<file path="src/rtl/fpsr_pkg.sv">
package fpsr_pkg;
  localparam int RM_W = 2;
  typedef enum logic {RND_NEAR_EVEN = 1'b0, RND_TO_ZERO = 1'b1} rnd_e;
endpackage

</file>
<file path="src/rtl/fpsr_rm_decode.sv">
module fpsr_rm_decode
  import fpsr_pkg::*;
(
  input  logic            clk,
  input  logic            rst,
  input  logic            load,
  input  logic [RM_W-1:0] code,
  output rnd_e            mode_q
);
  always_ff @(posedge clk) begin
    if (rst) mode_q <= RND_NEAR_EVEN;
    else if (load) begin
      case (code)
        2'b00:   mode_q <= RND_NEAR_EVEN;
        2'b01:   mode_q <= RND_TO_ZERO;
        default: mode_q <= mode_q;
      endcase
    end
  end
endmodule

</file>
<file path="src/rtl/fpsr_exc_bank.sv">
module fpsr_exc_bank #(
  parameter int N_EXC = 5
) (
  input  logic             clk,
  input  logic             rst,
  input  logic             sw_wr,
  input  logic [N_EXC-1:0] sw_flags,
  input  logic [N_EXC-1:0] sw_causes,
  input  logic             done,
  input  logic [N_EXC-1:0] exc,
  output logic [N_EXC-1:0] flags_q,
  output logic [N_EXC-1:0] causes_q
);
  for (genvar i = 0; i < N_EXC; i++) begin : g_bit
    always_ff @(posedge clk) begin
      if (rst) begin
        flags_q[i]  <= 1'b0;
        causes_q[i] <= 1'b0;
      end else if (done) begin
        causes_q[i] <= exc[i];
        flags_q[i]  <= flags_q[i] | exc[i];
      end else if (sw_wr) begin
        causes_q[i] <= sw_causes[i];
        flags_q[i]  <= sw_flags[i];
      end
    end
  end
endmodule

</file>
<file path="src/rtl/fpsr_ctl.sv">
module fpsr_ctl
  import fpsr_pkg::*;
#(
  parameter int DATA_W = 32,
  parameter int N_EXC  = 5
) (
  input  logic              clk,
  input  logic              rst,
  input  logic              sw_wr,
  input  logic [DATA_W-1:0] sw_wdata,
  input  logic              op_done,
  input  logic [N_EXC-1:0]  op_exc,
  input  logic              screen_err,
  input  logic              cvt_trunc,
  output logic [DATA_W-1:0] csr_rdata,
  output logic              rnd_rtz,
  output logic              rnd_rtz_eff,
  output logic              trap_req
);
  localparam int FLAG_LSB  = RM_W;
  localparam int EN_LSB    = FLAG_LSB + N_EXC;
  localparam int CAUSE_LSB = EN_LSB + N_EXC;
  localparam int ERR_BIT   = CAUSE_LSB + N_EXC;
  localparam int DN_BIT    = ERR_BIT + 1;

  logic [RM_W-1:0]  rm_q;
  logic [N_EXC-1:0] en_q, flags_q, causes_q;
  logic             err_q, dn_q;
  rnd_e             mode_q;

  always_ff @(posedge clk) begin
    if (rst) begin
      rm_q  <= '0;
      en_q  <= '0;
      dn_q  <= 1'b0;
      err_q <= 1'b0;
    end else begin
      if (sw_wr) begin
        rm_q <= sw_wdata[RM_W-1:0];
        en_q <= sw_wdata[EN_LSB +: N_EXC];
        dn_q <= sw_wdata[DN_BIT];
      end
      if (screen_err)  err_q <= 1'b1;
      else if (sw_wr)  err_q <= sw_wdata[ERR_BIT];
    end
  end

  fpsr_exc_bank #(.N_EXC(N_EXC)) u_bank (
    .clk(clk), .rst(rst), .sw_wr(sw_wr),
    .sw_flags(sw_wdata[FLAG_LSB +: N_EXC]),
    .sw_causes(sw_wdata[CAUSE_LSB +: N_EXC]),
    .done(op_done), .exc(op_exc),
    .flags_q(flags_q), .causes_q(causes_q)
  );

  fpsr_rm_decode u_rm (
    .clk(clk), .rst(rst), .load(sw_wr),
    .code(sw_wdata[RM_W-1:0]), .mode_q(mode_q)
  );

  always_comb begin
    csr_rdata                         = '0;
    csr_rdata[RM_W-1:0]               = rm_q;
    csr_rdata[FLAG_LSB +: N_EXC]      = flags_q;
    csr_rdata[EN_LSB +: N_EXC]        = en_q;
    csr_rdata[CAUSE_LSB +: N_EXC]     = causes_q;
    csr_rdata[ERR_BIT]                = err_q;
    csr_rdata[DN_BIT]                 = dn_q;
  end

  assign rnd_rtz     = (mode_q == RND_TO_ZERO);
  assign rnd_rtz_eff = rnd_rtz | cvt_trunc;
  assign trap_req    = err_q | (|(causes_q & en_q));
endmodule

</file>
<file path="config.mk">
export PLATFORM = sky130hd
export DESIGN_NAME = fpsr_ctl
export DESIGN_NICKNAME = d
export VERILOG_FILES = /design/src/rtl/fpsr_pkg.sv /design/src/rtl/fpsr_rm_decode.sv /design/src/rtl/fpsr_exc_bank.sv /design/src/rtl/fpsr_ctl.sv
export SDC_FILE = /design/constraint.sdc
export NUM_CORES = 1
export LEC_CHECK = 0
export ABC_AREA = 1
export BUFFER_PORTS_ARGS = -buffer_cell sky130_fd_sc_hd__buf_4
export CAP_MARGIN = 0
export CELL_PAD_IN_SITES_DETAIL_PLACEMENT = 1
export CELL_PAD_IN_SITES_GLOBAL_PLACEMENT = 1
export CORE_MARGIN = 2
export CORE_UTILIZATION = 26
export CTS_CLUSTER_DIAMETER = 30
export DETAILED_ROUTE_END_ITERATION = 10
export PLACE_DENSITY = 0.88
export REMOVE_ABC_BUFFERS = 1
export SLEW_MARGIN = 15
export SYNTH_ARGS = -nofsm -noshare
export SYNTH_HDL_FRONTEND = slang
export SYNTH_SLANG_ARGS = --single-unit
</file>
<file path="constraint.sdc">
create_clock -name clk -period 1.1 [get_ports clk]
set_input_delay 0.055 -clock clk [delete_from_list [all_inputs] [get_ports clk]]
set_output_delay 0.055 -clock clk [all_outputs]
set_load 0.1 [all_outputs]
</file>
==> flow_summary.toml <==
[outcome]
status = "finished, violations left"
violations = "negative setup slack"

[synth]
postSynthAreaPerCell_um2 = 7.12
yosysTopAreaCellShare = 0.417
syn_area_um2 = 961
synth_warnings = 0
synth_area_leader_cell = "dfxtp_1"
yosysUniqueCellTypes = 16
ys_top_cells_by_area = "dfxtp_1 42%, buf_4 13%, nand2_1 11%"
synthCells = 135
ys_seq_area_frac = 0.417
synth-seq-cells = 20

[sta]
clock.fmax_ghz = 0.846
period_needed_ns = 1.18
rsz0062_at_grt = "true"
min_period_over_period = 1.07
slew_violations = 0
setup_viol = 1
setup_ws_ns = -0.0816
finalSetupTns_ns = -0.0816
finClkSkew_ns = 0
finalHoldViolCount = 0

[worst_setup_path]
crit_chain = "nand2_1 > nand3_1 > nand3b_1 > buf_12"
critical_path_class = "reg -> out"
r2r_slack_ns = 0.33
reg2reg_depth = 5
slowest_delay_ns = 0.33
worst_setup_path_start_kind = "flop"
path_buf_inv = 1
r2r-end = "u_bank.causes_q[2]"
critPathArrivalTime_ns = 1.13
cp_slowest_cell = "dfxtp_2"
critical-path-top-delay-family = "simple AND/OR/NAND/NOR gates"
cp_data_required_time_ns = 1.04
cp-end-kind = "output pin"
critPathMaxFanout = 2
r2r-start = "u_bank.causes_q[2]"

[place]
place.gp.congestion = 0.747
port_buffers = 51
dp_hpwl_um = 2040

[final_layout]
final_nets = 237
layout_common_cells = "57 x buf_4, 28 x nand2_1, 23 x nor2_1"
multi_input_area_um2 = 425
regArea_um2 = 408
syn_to_final_growth_pct = 51.3
diodes = 0
fillers = 476
drive_gt1_frac = 0.380
utilization = 0.403
layout_commonest_cell = "buf_4"

[power]
intPower_w = 0.00126
p_leak_nw = 0.793
power_frac_comb = 0.439
pwr-share-clk = 0.208
power.share.sequential = 0.353
fin_total_pwr_w = 0.00229
switching_share = 0.452
vdd_drop_max_mv = 0.610
p_per_area_mw_per_mm2 = 1580
p_switching_w = 0.00104

[worst_hold_path]
hold_path.class = "in -> reg"
hold_path_startpoint = "sw_wdata[7]"
hold_depth = 3
min_to = "en_q[0]"

[flow_run]
drv_cap = 0

[clock_network]
clk_pin_slew_ns = 0.07
insertion_delay_ns = 0.25
htreeDepth = 1
cts.sinks = 20
ctsLongestPathBuffers = 2
cts_root_buf = "clkbuf_8"
cts_tree = "done"
numCtsBuffers = 3

[global_routing]
overflow = 0
grt_max_degree = 20
grt_pass1_wl_um = 4600
antenna_found_initial = 0
grtUsageTotal = 0.141
grt_pass1_vias = 1039

[routing]
first_pass_iters = 4
wl_per_cell_um = 11.3
wl_um = 2710
ant_nets = 0
drc = 0
drt_iter0_drc = 3
dr_total_vias = 987
viasPerCell = 4.11

[floorplanning]
die_x_um = 64.8
num_rows = 22
ios = 78
die_area_mm2 = 0.00420
start_util = 0.266
core-area_mm2 = 0.00361
fp.dieH_um = 64.8
-- cell type report --
cell class | instances | area share
multi-input combinational | 98 | 0.293
inverter | 11 | 0.0284
timing repair buffer | 60 | 0.329
sequential | 20 | 0.281
tap | 48 | 0.0413
clock buffer | 3 | 0.0284
-- worst max path at each step --
stage | from | to | slack (ns) | depth (start not counted)
floorplan | en_q[1] | trap_req | -0.85 | 3
global route | en_q[2] | trap_req | -0.14 | 4
CTS | en_q[2] | trap_req | -0.08 | 4
global placement | en_q[1] | trap_req | 0.16 | 4
detailed placement | en_q[1] | trap_req | 0.14 | 4
finish | u_bank.causes_q[3] | trap_req | -0.08 | 4
-- registers in the layout, indices dropped and copies added (netlist names) --
name,cells
u_bank.causes_q,5
u_rm.mode_q,1
u_bank.flags_q,5
dn_q,1
en_q,5
rm_q,2
err_q,1
-- worst register-to-register path: stages (launching register included) --
cell	delay (ns)
dfxtp_2	0.33
buf_4	0.13
nand2_1	0.06
nand3_1	0.06
nand2_1	0.06
inv_1	0.04
-- power by group through the flow --
stage | clock (W) | sequential, W | combinational (W)
detailed placement | 0 | 0.000830 | 0.000956
CTS | 0.000490 | 0.000812 | 0.00101
global placement | 0 | 0.000829 | 0.000949
floorplan | 0 | 0.00120 | 0.000358
finish | 0.000476 | 0.000811 | 0.00101
global route | 0.000526 | 0.000818 | 0.00106
-- cell usage after synthesis --
master	count
o21ai_0	12
or2_2	1
dfxtp_1	20
nor2_1	23
nand2_2	1
conb_1	1
buf_4	17
nand2_4	1
inv_1	10
inv_2	1
nand3_1	13
nand2_1	28
clkbuf_8	1
nor2_2	1
a21oi_1	4
nand3b_1	1
-- cell families after synthesis --
| logic type | Yosys count | share of synthesized area |
|---|---|---|
| DFF | 20 | 0.417 |
| buffers and inverters | 29 | 0.190 |
| and+or+nand+nor | 69 | 0.306 |
| other | 1 | 0.00390 |
| AOI/OAI and AO/OA | 16 | 0.0833 |
-- routing by layer --
metal  track usage  part of all wire  vias up
met4        0.0559             0.016        0
met5             0                 0        -
li1              -                 -      506
met3        0.0278             0.043        4
met2         0.273              0.54       24
met1         0.146              0.40      453
-- metrics by stage --
step                      hold slack [ns]  std cells  cell area [um^2]  setup WS [ns]
after detailed placement            0.234        230              1320          0.144
after global routing               0.0310        240              1450         -0.136
after global placement              0.234        230              1320          0.155
final                              0.0242        240              1450        -0.0816
after floorplan                     0.124        129               865         -0.853
after CTS                          0.0239        240              1450        -0.0801
-- what timing repair did --
action / CTS / global route
pin swaps: 0 / 1
endpoints found under the setup margin: 2 / 1
gates resized for setup: 13 / 0
hold buffers: 1 / 0
cloned: 0 / 0
buffers inserted: 6 / 0
endpoints found under the hold margin: 2 / 0
Power figures use the tool's default switching activity.
